**config.mk**
```make
export PLATFORM = sky130hd
export DESIGN_NAME = sdram_cmd_tracker
export DESIGN_NICKNAME = d
export VERILOG_FILES = /design/src/rtl/sdcmd_pkg.sv /design/src/rtl/sdcmd_decode.sv /design/src/rtl/sdcmd_bank.sv /design/src/rtl/sdcmd_lanes.sv /design/src/rtl/sdram_cmd_tracker.sv
export SDC_FILE = /design/constraint.sdc
export NUM_CORES = 1
export LEC_CHECK = 0
export CORE_MARGIN = 2
export CORE_UTILIZATION = 50
export CTS_CLUSTER_SIZE = 10
export DETAILED_ROUTE_END_ITERATION = 6
export PLACE_DENSITY = 0.77
export RECOVER_POWER = 50
export SYNTH_ARGS = -nofsm -noshare
export SYNTH_HDL_FRONTEND = slang
export SYNTH_SLANG_ARGS = --single-unit
```
**constraint.sdc**
```tcl
create_clock -name clk -period 3.8 [get_ports clk]
set_clock_uncertainty 0.2 [all_clocks]
set_input_delay 0.95 -clock clk [delete_from_list [all_inputs] [get_ports clk]]
set_output_delay 0.95 -clock clk [all_outputs]
set_load 0.01 [all_outputs]
```
**src/rtl/sdcmd_pkg.sv**
```systemverilog
package sdcmd_pkg;

    typedef enum logic [3:0] {
        CMD_INHIBIT = 4'd0,
        CMD_NOP     = 4'd1,
        CMD_ACT     = 4'd2,
        CMD_RD      = 4'd3,
        CMD_WR      = 4'd4,
        CMD_STOP    = 4'd5,
        CMD_PRE     = 4'd6,
        CMD_AREF    = 4'd7,
        CMD_SREF    = 4'd8,
        CMD_MODE    = 4'd9
    } cmd_e;

    localparam logic [2:0] BLC_FULL = 3'd7;

    // beats remaining after the first one, per burst-length code
    function automatic logic [2:0] beats_after_first(input logic [2:0] code);
        case (code)
            3'd1:    beats_after_first = 3'd1;
            3'd2:    beats_after_first = 3'd3;
            3'd3:    beats_after_first = 3'd7;
            default: beats_after_first = 3'd0;
        endcase
    endfunction

endpackage

```
**src/rtl/sdcmd_decode.sv**
```systemverilog
module sdcmd_decode
    import sdcmd_pkg::*;
(
    input  logic chip_sel_n,
    input  logic row_strobe_n,
    input  logic col_strobe_n,
    input  logic wr_strobe_n,
    input  logic clk_en,
    output cmd_e cmd
);

    always_comb begin
        cmd = CMD_NOP;
        if (chip_sel_n) begin
            cmd = CMD_INHIBIT;
        end else begin
            case ({row_strobe_n, col_strobe_n, wr_strobe_n})
                3'b111: cmd = CMD_NOP;
                3'b011: cmd = CMD_ACT;
                3'b101: cmd = CMD_RD;
                3'b100: cmd = CMD_WR;
                3'b110: cmd = CMD_STOP;
                3'b010: cmd = CMD_PRE;
                3'b001: cmd = clk_en ? CMD_AREF : CMD_SREF;
                default: cmd = CMD_MODE;
            endcase
        end
    end

endmodule

```
**src/rtl/sdcmd_bank.sv**
```systemverilog
module sdcmd_bank #(
    parameter int ROW_W = 13,
    parameter int TRP   = 3
) (
    input  logic             clk,
    input  logic             rst_n,
    input  logic             open_req,
    input  logic             close_req,
    input  logic [ROW_W-1:0] row_in,
    output logic             is_open,
    output logic             ready,
    output logic [ROW_W-1:0] row_out
);

    localparam int CNT_W = $clog2(TRP + 1);

    typedef struct packed {
        logic             open;
        logic [ROW_W-1:0] row;
        logic [CNT_W-1:0] wait_cnt;
    } bank_st_t;

    bank_st_t st_d, st_q;

    always_comb begin
        st_d = st_q;
        if (st_q.wait_cnt != '0) begin
            st_d.wait_cnt = st_q.wait_cnt - 1'b1;
        end
        if (open_req) begin
            st_d.open = 1'b1;
            st_d.row  = row_in;
        end
        if (close_req && st_q.open) begin
            st_d.open     = 1'b0;
            st_d.wait_cnt = CNT_W'(TRP - 1);
        end
    end

    always_ff @(posedge clk or negedge rst_n) begin
        if (!rst_n) begin
            st_q <= '0;
        end else begin
            st_q <= st_d;
        end
    end

    assign is_open = st_q.open;
    assign ready   = !st_q.open && (st_q.wait_cnt == '0);
    assign row_out = st_q.row;

    // the controller may only open a bank that reports ready
    p_open_when_ready_r3: assert property (@(posedge clk) disable iff (!rst_n)
        open_req |-> ready)
        else $error("bank opened while not ready");

    // an open bank never carries a pending precharge wait
    p_open_no_wait_r5: assert property (@(posedge clk) disable iff (!rst_n)
        st_q.open |-> (st_q.wait_cnt == '0))
        else $error("open bank still in precharge wait");

endmodule

```
**src/rtl/sdcmd_lanes.sv**
```systemverilog
module sdcmd_lanes #(
    parameter int LANES = 8
) (
    input  logic             clk,
    input  logic             rst_n,
    input  logic [LANES-1:0] lane_mask,
    input  logic             wr_beat,
    output logic [LANES-1:0] wr_byte_en,
    output logic [LANES-1:0] rd_oe
);

    typedef struct packed {
        logic [LANES-1:0] stage1;
        logic [LANES-1:0] stage2;
    } pipe_t;

    pipe_t pipe_d, pipe_q;

    always_comb begin
        pipe_d        = pipe_q;
        pipe_d.stage1 = lane_mask;
        pipe_d.stage2 = pipe_q.stage1;
    end

    always_ff @(posedge clk or negedge rst_n) begin
        if (!rst_n) begin
            pipe_q <= '1;
        end else begin
            pipe_q <= pipe_d;
        end
    end

    assign rd_oe      = ~pipe_q.stage2;
    assign wr_byte_en = wr_beat ? ~lane_mask : '0;

    // history depth seen since reset, for the delayed-mask check
    logic [1:0] age_q;
    always_ff @(posedge clk or negedge rst_n) begin
        if (!rst_n) begin
            age_q <= 2'd0;
        end else if (age_q != 2'd2) begin
            age_q <= age_q + 2'd1;
        end
    end

    p_read_mask_delay_r9: assert property (@(posedge clk) disable iff (!rst_n)
        (age_q == 2'd2) |-> (rd_oe == ~$past(lane_mask, 2)))
        else $error("read enable not two clocks behind mask");

endmodule

```
**src/rtl/sdram_cmd_tracker.sv**
```systemverilog
module sdram_cmd_tracker
    import sdcmd_pkg::*;
#(
    parameter int BANKS  = 4,
    parameter int ADDR_W = 13,
    parameter int LANES  = 8,
    parameter int TRP    = 3
) (
    input  logic                    clk,
    input  logic                    rst_n,
    input  logic                    chip_sel_n,
    input  logic                    row_strobe_n,
    input  logic                    col_strobe_n,
    input  logic                    wr_strobe_n,
    input  logic                    clk_en,
    input  logic [1:0]              bank_sel,
    input  logic [ADDR_W-1:0]       addr,
    input  logic [LANES-1:0]        lane_mask,
    output logic [3:0]              cmd_o,
    output logic                    cmd_err_o,
    output logic [BANKS-1:0]        bank_open_o,
    output logic [BANKS-1:0]        bank_ready_o,
    output logic [BANKS*ADDR_W-1:0] open_row_o,
    output logic [10:0]             col_o,
    output logic [LANES-1:0]        wr_byte_en_o,
    output logic [LANES-1:0]        rd_oe_o
);

    localparam int BA_W   = $clog2(BANKS);
    localparam int ROW_W  = ADDR_W;
    localparam int COL_W  = 11;
    localparam int AP_BIT = 10;

    typedef struct packed {
        cmd_e             cmd;
        logic             err;
        logic [2:0]       bl_code;
        logic [COL_W-1:0] col;
        logic             live;
        logic             wr;
        logic             full;
        logic             ap;
        logic [BA_W-1:0]  bank;
        logic [2:0]       rem;
    } ctrl_t;

    ctrl_t ctrl_d, ctrl_q;

    cmd_e             cmd_now;
    logic [BA_W-1:0]  bsel;
    logic             ap_bit;
    logic             all_ready;
    logic             illegal;
    logic             legal;
    logic             truncate;
    logic             ap_close_old;
    logic             ap_close_new;
    logic             wr_beat;
    logic [BANKS-1:0] open_req;
    logic [BANKS-1:0] close_req;

    assign bsel      = bank_sel[BA_W-1:0];
    assign ap_bit    = addr[AP_BIT];
    assign all_ready = &bank_ready_o;

    sdcmd_decode u_decode (
        .chip_sel_n   (chip_sel_n),
        .row_strobe_n (row_strobe_n),
        .col_strobe_n (col_strobe_n),
        .wr_strobe_n  (wr_strobe_n),
        .clk_en       (clk_en),
        .cmd          (cmd_now)
    );

    // legality of the command sampled at this edge
    always_comb begin
        illegal = 1'b0;
        case (cmd_now)
            CMD_ACT:          illegal = !bank_ready_o[bsel];
            CMD_RD, CMD_WR:   illegal = !bank_open_o[bsel] ||
                                        (ctrl_q.live && ctrl_q.ap && ctrl_q.bank == bsel);
            CMD_AREF,
            CMD_SREF:         illegal = !all_ready;
            CMD_MODE:         illegal = !all_ready || addr[ADDR_W-1];
            default:          illegal = 1'b0;
        endcase
        if (!clk_en && !(cmd_now inside {CMD_INHIBIT, CMD_NOP, CMD_SREF})) begin
            illegal = 1'b1;
        end
        legal = !illegal;
    end

    // burst tracking and bank requests
    always_comb begin
        ctrl_d       = ctrl_q;
        ctrl_d.cmd   = cmd_now;
        ctrl_d.err   = illegal;
        ap_close_new = 1'b0;

        truncate = ctrl_q.live && legal &&
                   ((cmd_now inside {CMD_RD, CMD_WR, CMD_STOP}) ||
                    (cmd_now == CMD_PRE && (ap_bit || bsel == ctrl_q.bank)));
        ap_close_old = ctrl_q.live && ctrl_q.ap && (truncate || ctrl_q.rem == 3'd1);

        if (legal && (cmd_now inside {CMD_RD, CMD_WR})) begin
            ctrl_d.col  = {addr[11], addr[9:0]};
            ctrl_d.full = (ctrl_q.bl_code == BLC_FULL);
            ctrl_d.rem  = beats_after_first(ctrl_q.bl_code);
            ctrl_d.live = ctrl_d.full || (ctrl_d.rem != 3'd0);
            ctrl_d.ap   = ap_bit && !ctrl_d.full && (ctrl_d.rem != 3'd0);
            ctrl_d.wr   = (cmd_now == CMD_WR);
            ctrl_d.bank = bsel;
            ap_close_new = ap_bit && !ctrl_d.full && (ctrl_d.rem == 3'd0);
        end else if (truncate) begin
            ctrl_d.live = 1'b0;
            ctrl_d.ap   = 1'b0;
            ctrl_d.rem  = 3'd0;
        end else if (ctrl_q.live && !ctrl_q.full) begin
            ctrl_d.rem = ctrl_q.rem - 3'd1;
            if (ctrl_q.rem == 3'd1) begin
                ctrl_d.live = 1'b0;
                ctrl_d.ap   = 1'b0;
            end
        end

        if (legal && cmd_now == CMD_MODE) begin
            ctrl_d.bl_code = addr[2:0];
        end

        wr_beat = (legal && cmd_now == CMD_WR) || (ctrl_q.live && ctrl_q.wr && !truncate);

        for (int b = 0; b < BANKS; b++) begin
            open_req[b]  = legal && cmd_now == CMD_ACT && bsel == BA_W'(b);
            close_req[b] = (legal && cmd_now == CMD_PRE && (ap_bit || bsel == BA_W'(b))) ||
                           (ap_close_old && ctrl_q.bank == BA_W'(b)) ||
                           (ap_close_new && bsel == BA_W'(b));
        end
    end

    always_ff @(posedge clk or negedge rst_n) begin
        if (!rst_n) begin
            ctrl_q     <= '0;
            ctrl_q.cmd <= CMD_INHIBIT;
        end else begin
            ctrl_q <= ctrl_d;
        end
    end

    for (genvar gb = 0; gb < BANKS; gb++) begin : g_bank
        sdcmd_bank #(
            .ROW_W (ROW_W),
            .TRP   (TRP)
        ) u_bank (
            .clk       (clk),
            .rst_n     (rst_n),
            .open_req  (open_req[gb]),
            .close_req (close_req[gb]),
            .row_in    (addr[ROW_W-1:0]),
            .is_open   (bank_open_o[gb]),
            .ready     (bank_ready_o[gb]),
            .row_out   (open_row_o[gb*ROW_W +: ROW_W])
        );
    end

    sdcmd_lanes #(
        .LANES (LANES)
    ) u_lanes (
        .clk        (clk),
        .rst_n      (rst_n),
        .lane_mask  (lane_mask),
        .wr_beat    (wr_beat),
        .wr_byte_en (wr_byte_en_o),
        .rd_oe      (rd_oe_o)
    );

    assign cmd_o     = ctrl_q.cmd;
    assign cmd_err_o = ctrl_q.err;
    assign col_o     = ctrl_q.col;

    p_act_opens_r3: assert property (@(posedge clk) disable iff (!rst_n)
        (ctrl_q.cmd == CMD_ACT && !ctrl_q.err) |-> (bank_open_o != '0))
        else $error("accepted ACTIVE left no bank open");

    p_mode_all_idle_r10: assert property (@(posedge clk) disable iff (!rst_n)
        (ctrl_q.cmd == CMD_MODE && !ctrl_q.err) |-> (bank_open_o == '0))
        else $error("mode load accepted with a bank open");

    p_write_lane_source_r8: assert property (@(posedge clk) disable iff (!rst_n)
        (wr_byte_en_o != '0) |-> ((ctrl_q.live && ctrl_q.wr) || cmd_now == CMD_WR))
        else $error("write lane enabled outside a write beat");

    p_err_blocks_open_r11: assert property (@(posedge clk) disable iff (!rst_n)
        (cmd_now == CMD_ACT && illegal) |=> $stable(bank_open_o))
        else $error("rejected ACTIVE changed bank state");

endmodule

```
==> implementation parameters, run 1 <==
Parameter                              Value

Outcome
  Run status ... complete, but fails checks
  Failing checks ... capacitance limit, slew limit

Global route
  Number of antenna violations at the first check in global routing ... 0
  Maximum number of pins on one net before global-route repair ... 65
  Number of global-route vias before repair ... 3,549
  First-pass GRT wire length ... 18,200 um
  Overall overflow remaining after global route ... 0
  Total routing usage reported by global routing ... 20.3%

Critical path
  Delay of the slowest critical-path stage ... 0.54 ns
  CP Launch Point ... bank_sel[0]
  Critical R2R Capture ... g_bank[1].u_bank.row_out[10]
  Ordered list of cells on the worst path ... clkbuf_4, mux4_2, o31ai_4, nand2b_4, nand4_1, o211ai_1, buf_4, a21oi_1, buf_2
  Critical-path top delay cell ... sky130_fd_sc_hd__mux4_2
  CP startpoint kind ... primary input
  Worst R2R Path Depth ... 9
  Data required time of the critical path ... roughly 2.7 ns
  Type of element capturing the critical path ... output pin
  Setup CP Type ... in -> out
  Critical Path Fanout Max ... 8
  Reg-to-reg critical path startpoint ... g_bank[1].u_bank.st_q[0]
  Worst Path Arrival ... about 2.5 ns
  Capturing element of the worst setup path ... wr_byte_en_o[5]
  Worst setup slack for register-to-register paths ... 0.95 ns

Route
  Drt drc ... 0
  Number of nets with antenna violations after detailed routing ... 0
  Detailed-route wire length per cell ... 16.8 um
  Initial detailed-routing violation count ... 145
  Routed vias/inst ... roughly 5.2
  Total wire length ... about 11,000 um
  First-pass iteration count of the detailed router ... 4
  Number of vias in the routed layout ... 3,439

Clocking
  Buffer cell driving the clock tree root ... sky130_fd_sc_hd__clkbuf_8
  Clk slew on worst S/H paths ... 0.11 ns
  TritonCTS Sinks ... 108
  Worst-skew pair later-pin latency ... 0.36 ns
  H-tree levels ... 3
  Inserted Clock Buffers ... 9
  Clock tree buffer depth ... 2
  Clock tree from TritonCTS ... done

Floorplan
  Row cnt ... 37
  DIE WIDTH ... 106 um
  Core box area ... 10,300 um^2
  Overall die area ... approximately 11,000 um^2
  Die H ... 106 um
  Ports ... 122
  Starting density of the core ... 51.0%

Place
  Setup slack after placement ... -0.883 ns
  Final Wtd Congestion ... 0.877
  Area after DPL ... around 6300 um^2
  Detailed-placement wirelength estimate ... ~8000 um
  Post-placement cell count ... 647
  Input/output buffers ... ~120

Yosys
  Async set-reset flop share out of synthesis ... 100%
  Post-synthesis cell area ... 5250 um^2
  Number of synthesized register bits ... 108
  Library cells used by synthesis ... 50
  Ys Warns ... 0
  Post-Syn Nets ... 482
  Post-Synthesis Cells ... approximately 450
  EDFF count, synth ... 0
  Top flip-flop cell by instance count after synthesis ... sky130_fd_sc_hd__dfrtp_1
  Part of the Yosys area used for sequential elements ... 51.9%
  Average cell area after synthesis ... 11.8 um^2

Power and ir drop
  Areal power density over the cells ... 561 nW/um^2
  Cell leakage power ... 3.11 nW
  Total Power ... 3.70 mW
  Worst IR Drop VDD ... 0.000264 V

Timing
  Final count of negative-setup-slack endpoints ... 0
  Final-layout setup total negative slack ... 0 ns
  Relative slew slack ... -57.6%
  Slew at the pin with the worst max-slew slack ... 2.36 ns
  Post-route worst setup slack ... 0.159 ns
  Setup repair after global routing missed its margin ... no
  Highest Clock Rate ... 0.275 GHz
  Hold violation count in the final report ... 0
  Final Slew Violations ... 45
  Period minus WS final ... 3.64 ns
  Final worst path period share ... 95.8%
  Final hold slack ... ~0.15 ns

Layout
  Number of antenna repair diodes ... 0
  Share of post-route cells with drive strength above 1 ... 32.6%
  Final std cell area, no fill ... 6590 um^2
  Util after Layout ... 64.1%
  Post-Layout Cell Count ... ~670
  Layout Nets ... 561
  Layout overhead on the synthesized area ... 25.7%

Worst hold path
  Startpoint of the lowest-slack hold path ... u_lanes.pipe_d[3]
  Worst hold path depth ... 0
  Class of the worst hold path ... reg -> reg

Job
  Number of maximum-capacitance violations ... 1
-- worst max-delay path: cells and delay by family --
| family | cells | cell delay (ns) |
|---|---|---|
| compound gates | 3 | 0.33 |
| buf+inv | 3 | 0.48 |
| mux | 1 | 0.54 |
| simple gates | 2 | 0.19 |
-- power breakdown --
group | internal, mW | total [mW] | switching (mW)
registers | 1.43 | 1.61 | 0.181
logic | 0.801 | 1.40 | 0.598
clock network | 0.261 | 0.686 | 0.424
total | 2.49 | 3.70 | 1.20
-- cells in the final DEF, fill, tap and decap left out, types with 3 or more instances in the layout --
master and count:
sky130_fd_sc_hd__a21boi_0 3, sky130_fd_sc_hd__dlygate4sd3_1 33, sky130_fd_sc_hd__buf_2 8, sky130_fd_sc_hd__nand2_1 17
sky130_fd_sc_hd__dfstp_2 16, sky130_fd_sc_hd__o211ai_1 5, sky130_fd_sc_hd__a21oi_1 19, sky130_fd_sc_hd__or2_2 4
sky130_fd_sc_hd__buf_12 6, sky130_fd_sc_hd__xnor2_1 4, sky130_fd_sc_hd__o21ai_0 9, sky130_fd_sc_hd__ha_1 6
sky130_fd_sc_hd__nand2b_4 3, sky130_fd_sc_hd__buf_4 31, sky130_fd_sc_hd__a31oi_1 4, sky130_fd_sc_hd__nand4_1 5
sky130_fd_sc_hd__nand3_1 3, sky130_fd_sc_hd__dlygate4sd2_1 4, sky130_fd_sc_hd__clkdlybuf4s50_1 72, sky130_fd_sc_hd__nand2b_1 9
sky130_fd_sc_hd__clkbuf_8 9, sky130_fd_sc_hd__nor2_1 6, sky130_fd_sc_hd__inv_1 31, sky130_fd_sc_hd__mux2_2 61
sky130_fd_sc_hd__clkbuf_1 3, sky130_fd_sc_hd__dfrtp_1 92, sky130_fd_sc_hd__inv_8 3, sky130_fd_sc_hd__nor3_1 5
sky130_fd_sc_hd__a21o_1 5, sky130_fd_sc_hd__mux2_4 7
-- synth_stat cells (all sizes together) (8+ instances only) --
| cell | instances | area [um^2] |
|---|---|---|
| dfrtp | 92 | 2300 |
| buf | 83 | 613 |
| mux2 | 68 | 792 |
| inv | 32 | 120 |
| a21oi | 21 | 105 |
| nand2 | 17 | 63.8 |
| dfstp | 16 | 420 |
| nand2b | 12 | 75.1 |
| o21ai | 10 | 50.0 |
| clkbuf | 9 | 33.8 |
| nor2 | 8 | 32.5 |
-- cells by family after synthesis --
kind of cell,Yosys count,synth area share (%)
buffers and inverters,124,14.6
DFF,108,51.9
muxes,70,16.0
AOI/OAI and AO/OA,66,8.23
and+or+nand+nor,65,6.68
adders and majority gates,7,1.62
xor gates and xnor gates,6,1.00
-- state kept, by name (all words and copies together) (netlist names) --
signal	cells
g_bank.u_bank.row_out	52
ctrl_q	12
col_o	11
g_bank.u_bank.st_q	8
u_lanes.pipe_d	8
u_lanes.pipe_q	8
cmd_o	4
g_bank.u_bank.is_open	4
cmd_err_o	1
-- final cells by class --
cell class	instances	area [um^2]
clock buffers	9	124
clock inverters	7	75.1
fillers	813	3680
inverters	32	120
multi-input cells	214	1870
flip-flops and latches	108	2720
well taps	136	170
repair buffers	160	1510
-- routing by layer --
layer,global-route usage [%],vias up,wire [um]
met2,35.4,96,5810
met3,3.31,15,545
met1,26.3,1729,4660
met5,0,-,0
li1,-,1599,-
met4,5.57,0,178
-- worst min path at each step --
| stage | end |
|---|---|
| floorplan | u_lanes.pipe_q[0] |
| global placement | u_lanes.pipe_q[5] |
| detailed placement | u_lanes.pipe_q[0] |
| CTS | u_lanes.pipe_q[3] |
| global route | u_lanes.pipe_q[3] |
| finish | u_lanes.pipe_q[3] |
-- timing repair --
item / in CTS / in global routing
buffers inserted: 2 / 1
pin swaps: 4 / 3
hold buffers: 0 / 0
setup endpoints to repair: 8 / 8
gates resized for setup: 44 / 20
Power figures use the tool's default switching activity.
==> run 2: changes to the inputs <==
--- a/config.mk
+++ b/config.mk
@@ -5,7 +5,7 @@
 export SDC_FILE = /design/constraint.sdc
 export NUM_CORES = 1
 export LEC_CHECK = 0
-export CORE_MARGIN = 2
+export CORE_MARGIN = 4
 export CORE_UTILIZATION = 50
 export CTS_CLUSTER_SIZE = 10
 export DETAILED_ROUTE_END_ITERATION = 6
==> implementation parameters, run 2 (synthesized netlist as in run 1, its figures left out) <==
Parameter                              Value

Outcome
  Run status ... finished, final reports clean

Power and ir drop
  Areal power density over the cells ... 554 nW/um^2 (-1.2%)
  Total Power ... 3.67 mW (-0.65%)
  Worst IR Drop VDD ... 0.000306 V (+16%)
  Cell leakage power ... 3.12 nW (+0.40%)

Critical path
  CP Launch Point ... addr[10]
  Type of element capturing the critical path ... output pin
  Delay of the slowest critical-path stage ... 0.52 ns (-0.02 ns)
  CP startpoint kind ... primary input
  Reg-to-reg critical path startpoint ... g_bank[0].u_bank.st_q[0]
  Critical Path Fanout Max ... 8 (unchanged)
  Cell class contributing the biggest share of worst-path delay ... buffers and inverters
  Crit path buffers/inverters ... 3 (unchanged)
  Ordered list of cells on the worst path ... clkdlybuf4s50_1, o21bai_1, a21o_1, nand4_1, o211ai_1, buf_4, a21oi_1, buf_2
  Setup CP Type ... in -> out
  Worst setup slack for register-to-register paths ... 0.92 ns (-0.03 ns)
  Worst Path Arrival ... 2.50 ns (about the same)
  Critical-path top delay cell ... sky130_fd_sc_hd__clkdlybuf4s50_1
  Data required time of the critical path ... 2.65 ns (about the same)

Layout
  Number of antenna repair diodes ... 0 (unchanged)
  Most common library cell in the layout ignoring fill and taps ... sky130_fd_sc_hd__dfrtp_1
  Layout Nets ... 569 (+1.4%)
  Commonest non-fill, non-tap cells in the layout ... sky130_fd_sc_hd__dfrtp_1, sky130_fd_sc_hd__clkdlybuf4s50_1, sky130_fd_sc_hd__mux2_2, sky130_fd_sc_hd__buf_4, sky130_fd_sc_hd__dlygate4sd3_1
  Util after Layout ... 64.5% (+0.38 points)
  Share of post-route cells with drive strength above 1 ... 34.2% (+1.6 points)
  Layout overhead on the synthesized area ... 26.4%
  Flip-flop count of the largest register after layout ... 52 (unchanged)

Floorplan
  Overall die area ... 12,200 um^2 (+7.7%)
  DIE WIDTH ... 110 um (+3.8%)
  Row cnt ... 37 (unchanged)
  Starting density of the core ... 51.0% (unchanged)
  Ports ... 122 (unchanged)
  Core box area ... 10,300 um^2 (unchanged)
  Die H ... 110 um (+3.8%)

Clocking
  TritonCTS Sinks ... 108 (unchanged)
  H-tree levels ... 3 (unchanged)
  Clock tree from TritonCTS ... done
  Inserted Clock Buffers ... 9 (unchanged)
  Clock tree buffer depth ... 2 (unchanged)
  Worst-skew pair later-pin latency ... 0.37 ns (about the same)
  Clk slew on worst S/H paths ... 0.10 ns (about the same)
  Buffer cell driving the clock tree root ... sky130_fd_sc_hd__clkbuf_8
  Post-CTS Hold Fix Bufs ... 0 (unchanged)

Global route
  Total routing usage reported by global routing ... 18.5% (-1.8 points)
  Number of antenna violations at the first check in global routing ... 0 (unchanged)
  Number of global-route vias before repair ... 3,610 (+1.7%)
  Met2 track demand over resource ... 32.1% (-3.4 points)
  Layer with the highest usage ... met2
  Met3 Track Usage GR ... 4.27% (+0.96 points)
  Overall overflow remaining after global route ... 0 (unchanged)
  First-pass GRT wire length ... 18,500 um (+1.6%)
  Global-route track usage on met1 ... 23.3% (-3.1 points)
  Maximum number of pins on one net before global-route repair ... 58 (-11%)

Timing
  Post-route worst setup slack ... 0.153 ns (-0.00583 ns)
  Slew at the pin with the worst max-slew slack ... 1.31 ns (-1.05 ns)
  Final Slew Violations ... 0 (-100%)
  Relative slew slack ... 12.6% (+70 points)
  Final count of negative-setup-slack endpoints ... 0 (unchanged)
  Final worst path period share ... 96.0% (+0.15 points)
  Final hold slack ... 0.160 ns (+0.00770 ns)
  Final-layout setup total negative slack ... 0 ns (unchanged)
  Period minus WS final ... 3.65 ns (+0.00583 ns)
  Highest Clock Rate ... 0.274 GHz (-0.16%)
  Hold violation count in the final report ... 0 (unchanged)

Route
  Routed vias/inst ... 5.11 (-1.0%)
  Detailed-route wire length per cell ... 16.4 um (-2.2%)
  First-pass iteration count of the detailed router ... 4 (unchanged)
  Number of nets with antenna violations after detailed routing ... 0 (unchanged)
  Drt drc ... 0 (unchanged)
  Initial detailed-routing violation count ... 94 (-35%)
  Total wire length ... 11,100 um (-0.99%)
  Number of vias in the routed layout ... 3,445 (+0.17%)

Place
  Detailed-placement wirelength estimate ... 8190 um (+2.4%)
  Final Wtd Congestion ... 0.832 (-5.2%)
  Setup slack after placement ... -0.893 ns (-0.0104 ns)
  Input/output buffers ... 121 (unchanged)

Worst hold path
  Startpoint of the lowest-slack hold path ... u_lanes.pipe_d[2]
  Class of the worst hold path ... reg -> reg

Job
  Number of maximum-capacitance violations ... 0 (-1)
run 2: final cells by class:
class	instances	area [um^2]
fill	832	3650
timing repair buffer	167	1550
tap	136	170
clock buffer	10	128
multi-input combinational	215	1890
sequential	108	2720
clock inverter	6	56.3
inverter	32	120
run 2: final timing paths:
path | cells after the start | end
max in group asynchronous | 2 | g_bank[0].u_bank.row_out[12]
setup reg to reg | 9 | g_bank[0].u_bank.row_out[11]
setup / recovery | 8 | wr_byte_en_o[0]
hold / removal | 0 | u_lanes.pipe_q[2]
min in group asynchronous | 1 | g_bank[2].u_bank.row_out[8]
hold reg to reg | 0 | u_lanes.pipe_q[2]
run 2: metal layers:
layer | vias to the layer above | share of wire (%)
met2 | 75 | 52
met5 | - | 0
met1 | 1739 | 42
li1 | 1622 | -
met4 | 0 | 1.5
met3 | 9 | 4.3
run 2: report_power, final:
group          internal (mW)  switching [mW]  leakage (nW)
logic                  0.809           0.604          1.66
registers               1.43           0.169          1.38
clock network          0.253           0.406        0.0909
run 2: worst register-to-register path: cells and delay by family (launching register included):
family / cells / cell delay (ns)
muxes: 2 / 0.82
and+or+nand+nor: 3 / 0.79
DFF: 1 / 0.40
buffers and inverters: 3 / 0.40
adders and majority gates: 1 / 0.17
run 2: what timing repair did:
action                                  in CTS  in global routing
gates cloned                                 1                  0
endpoints found under the setup margin       8                  8
buffers inserted                             1                  1
resized for setup                           56                 13
pin swaps                                    6                  6
run 2: through the flow:
stage | instances | instance area, um^2
after floorplan | 446 | 5250
after detailed placement | 655 | 6380
after CTS | 673 | 6600
after global routing | 674 | 6630
final | 674 | 6630
after global placement | 655 | 6380
==> run 3: changes to the inputs <==
--- a/config.mk
+++ b/config.mk
@@ -5,11 +5,13 @@
 export SDC_FILE = /design/constraint.sdc
 export NUM_CORES = 1
 export LEC_CHECK = 0
+export CELL_PAD_IN_SITES_DETAIL_PLACEMENT = 1
+export CELL_PAD_IN_SITES_GLOBAL_PLACEMENT = 1
 export CORE_MARGIN = 4
-export CORE_UTILIZATION = 50
+export CORE_UTILIZATION = 39
 export CTS_CLUSTER_SIZE = 10
 export DETAILED_ROUTE_END_ITERATION = 6
-export PLACE_DENSITY = 0.77
+export PLACE_DENSITY = 0.76
 export RECOVER_POWER = 50
 export SYNTH_ARGS = -nofsm -noshare
 export SYNTH_HDL_FRONTEND = slang
==> implementation parameters, run 3 (synthesized netlist as in run 1, its figures left out) <==
Parameter                              Value

Clocking
  H-tree levels ... 3 (unchanged)
  TritonCTS Sinks ... 108 (unchanged)
  Worst-skew pair later-pin latency ... 0.35 ns (-0.02 ns)
  Clock tree from TritonCTS ... done
  Clk slew on worst S/H paths ... 0.07 ns (-0.03 ns)
  Inserted Clock Buffers ... 9 (unchanged)
  Post-CTS Hold Fix Bufs ... 0 (unchanged)
  Buffer cell driving the clock tree root ... sky130_fd_sc_hd__clkbuf_16
  Clock tree buffer depth ... 2 (unchanged)

Critical path
  Data required time of the critical path ... 2.65 ns (about the same)
  CP startpoint kind ... primary input
  Setup CP Type ... in -> out
  Cell occurring most often along the worst timing path ... sky130_fd_sc_hd__a21oi_2
  Worst Path Arrival ... 2.62 ns (+0.12 ns)
  Delay of the slowest critical-path stage ... 0.47 ns (-0.05 ns)
  Critical Path Fanout Max ... 5 (-3)
  Crit path buffers/inverters ... 2 (-1)
  Critical-path top delay cell ... sky130_fd_sc_hd__or3_4
  Cell class contributing the biggest share of worst-path delay ... simple AND/OR/NAND/NOR gates
  Type of element capturing the critical path ... output pin
  Ordered list of cells on the worst path ... clkdlybuf4s15_1, o2111ai_2, a21oi_2, nand2_1, or3_4, a21oi_2, buf_2

Global route
  First-pass GRT wire length ... 20,900 um (+13%)
  Maximum number of pins on one net before global-route repair ... 66 (+14%)
  Number of global-route vias before repair ... 3,912 (+8.4%)
  Total routing usage reported by global routing ... 17.8% (-0.72 points)
  Overall overflow remaining after global route ... 0 (unchanged)
  Number of antenna violations at the first check in global routing ... 0 (unchanged)

Timing
  Setup repair after global routing missed its margin ... yes
  Final hold slack ... 0.155 ns (-0.00518 ns)
  Hold violation count in the final report ... 0 (unchanged)
  Relative slew slack ... -58.4% (-71 points)
  Highest Clock Rate ... 0.265 GHz (-3.2%)
  Final Slew Violations ... 44 (+44)
  Period minus WS final ... 3.77 ns (+0.122 ns)
  Final worst path period share ... 99.2% (+3.2 points)
  Final-layout setup total negative slack ... 0 ns (unchanged)
  Final count of negative-setup-slack endpoints ... 0 (unchanged)
  Slew at the pin with the worst max-slew slack ... 2.38 ns (+1.07 ns)

Place
  Input/output buffers ... 121 (unchanged)
  Detailed-placement wirelength estimate ... 9660 um (+18%)
  Final Wtd Congestion ... 0.867 (+4.3%)
  Post-placement cell count ... 687 (+4.9%)

Floorplan
  Ports ... 122 (unchanged)
  Row cnt ... 42 (+14%)
  Core box area ... 13,200 um^2 (+28%)
  Overall die area ... 15,400 um^2 (+26%)
  DIE WIDTH ... 124 um (+12%)
  Die H ... 124 um (+12%)
  Starting density of the core ... 39.8% (-11 points)

Power and ir drop
  Cell leakage power ... 3.14 nW (+0.48%)
  Areal power density over the cells ... 595 nW/um^2 (+7.4%)
  Worst IR Drop VDD ... 0.000274 V (-10%)

Job
  Number of maximum-capacitance violations ... 1 (+1)

Layout
  Layout Nets ... 570 (+0.18%)
  Number of antenna repair diodes ... 0 (unchanged)
  Commonest non-fill, non-tap cells in the layout ... sky130_fd_sc_hd__clkdlybuf4s50_1, sky130_fd_sc_hd__dfrtp_1, sky130_fd_sc_hd__mux2_2, sky130_fd_sc_hd__buf_4, sky130_fd_sc_hd__inv_1
  Flip-flop count of the largest register after layout ... 52 (unchanged)
  Post-Layout Cell Count ... 715 (+6.1%)
  Share of post-route cells with drive strength above 1 ... 36.0% (+1.8 points)
  Layout overhead on the synthesized area ... 30.7%
  Most common library cell in the layout ignoring fill and taps ... sky130_fd_sc_hd__clkdlybuf4s50_1

Outcome
  Failing checks ... capacitance limit, slew limit
  Run status ... complete, but fails checks

Route
  Initial detailed-routing violation count ... 153 (+63%)
  Number of nets with antenna violations after detailed routing ... 0 (unchanged)
  Routed vias/inst ... 4.99 (-2.3%)
  Number of vias in the routed layout ... 3,571 (+3.7%)
  Total wire length ... 13,800 um (+24%)
  Detailed-route wire length per cell ... 19.2 um (+17%)
  First-pass iteration count of the detailed router ... 4 (unchanged)
  Drt drc ... 0 (unchanged)

Worst hold path
  Class of the worst hold path ... reg -> reg
run 3: final cells by class:
cell class                      instances  area (um^2)
Sequential cell                       108         2720
Clock buffer                           10          239
Fill cell                            1362         6330
Clock inverter                          6         68.8
Tap cell                              176          220
Timing Repair Buffer                  168         1580
Inverter                               32          120
Multi-Input combinational cell        215         1900
run 3: layer usage:
metal	wire [um]	part of all wire (%)	up-vias	GRT usage, %
met5	0	0	-	0
met1	5360	39	1851	20.6
met3	537	3.9	16	3.45
li1	-	-	1620	-
met4	160	1.2	0	5.27
met2	7690	56	84	33.2
run 3: path summary, 6_finish.rpt:
| check | start | end | slack, ns | cells after the start |
|---|---|---|---|---|
| setup / recovery | wr_strobe_n | wr_byte_en_o[7] | 0.03 | 7 |
| hold / removal | u_lanes.pipe_d[0] | u_lanes.pipe_q[0] | 0.15 | 0 |
| setup reg to reg | g_bank[1].u_bank.st_q[0] | g_bank[3].u_bank.row_out[5] | 0.91 | 9 |
| hold reg to reg | u_lanes.pipe_d[0] | u_lanes.pipe_q[0] | 0.15 | 0 |
| max in group asynchronous | rst_n | cmd_o[0] | 0.92 | 1 |
| min in group asynchronous | rst_n | g_bank[2].u_bank.row_out[8] | 1.11 | 1 |
run 3: worst register-to-register path, stage by stage, from the launching register on:
cell,delay (ns)
sky130_fd_sc_hd__dfrtp_1,0.40
sky130_fd_sc_hd__inv_1,0.06
sky130_fd_sc_hd__ha_1,0.17
sky130_fd_sc_hd__buf_4,0.13
sky130_fd_sc_hd__nand2b_1,0.09
sky130_fd_sc_hd__mux4_2,0.48
sky130_fd_sc_hd__or3b_4,0.42
sky130_fd_sc_hd__nor2_1,0.28
sky130_fd_sc_hd__buf_12,0.20
sky130_fd_sc_hd__mux2_2,0.35
run 3: what timing repair did:
item	CTS	global route
cloned	1	0
setup endpoints to repair	8	8
pin swaps	7	15
setup buffers	4	7
gates resized for setup	53	30
run 3: power by group:
part	total (mW)	internal, mW	switching, mW
sequential	1.63	1.43	0.194
combinational	1.48	0.848	0.636
clock	0.967	0.535	0.431
run 3: through the flow:
| step | utilization, % | cell area, um^2 | worst slack [ns] | power (mW) |
|---|---|---|---|---|
| finish | 52.0 | 6860 | 0.0309 | 4.08 |
| global route | 52.0 | 6860 | -0.0351 | 4.33 |
| CTS | 51.0 | 6720 | 0.0175 | 4.07 |
| detailed placement | 48.4 | 6380 | -0.796 | 3.07 |
| global placement | 48.4 | 6380 | -0.710 | 2.98 |
| floorplan | - | 5250 | 0.0839 | 2.57 |
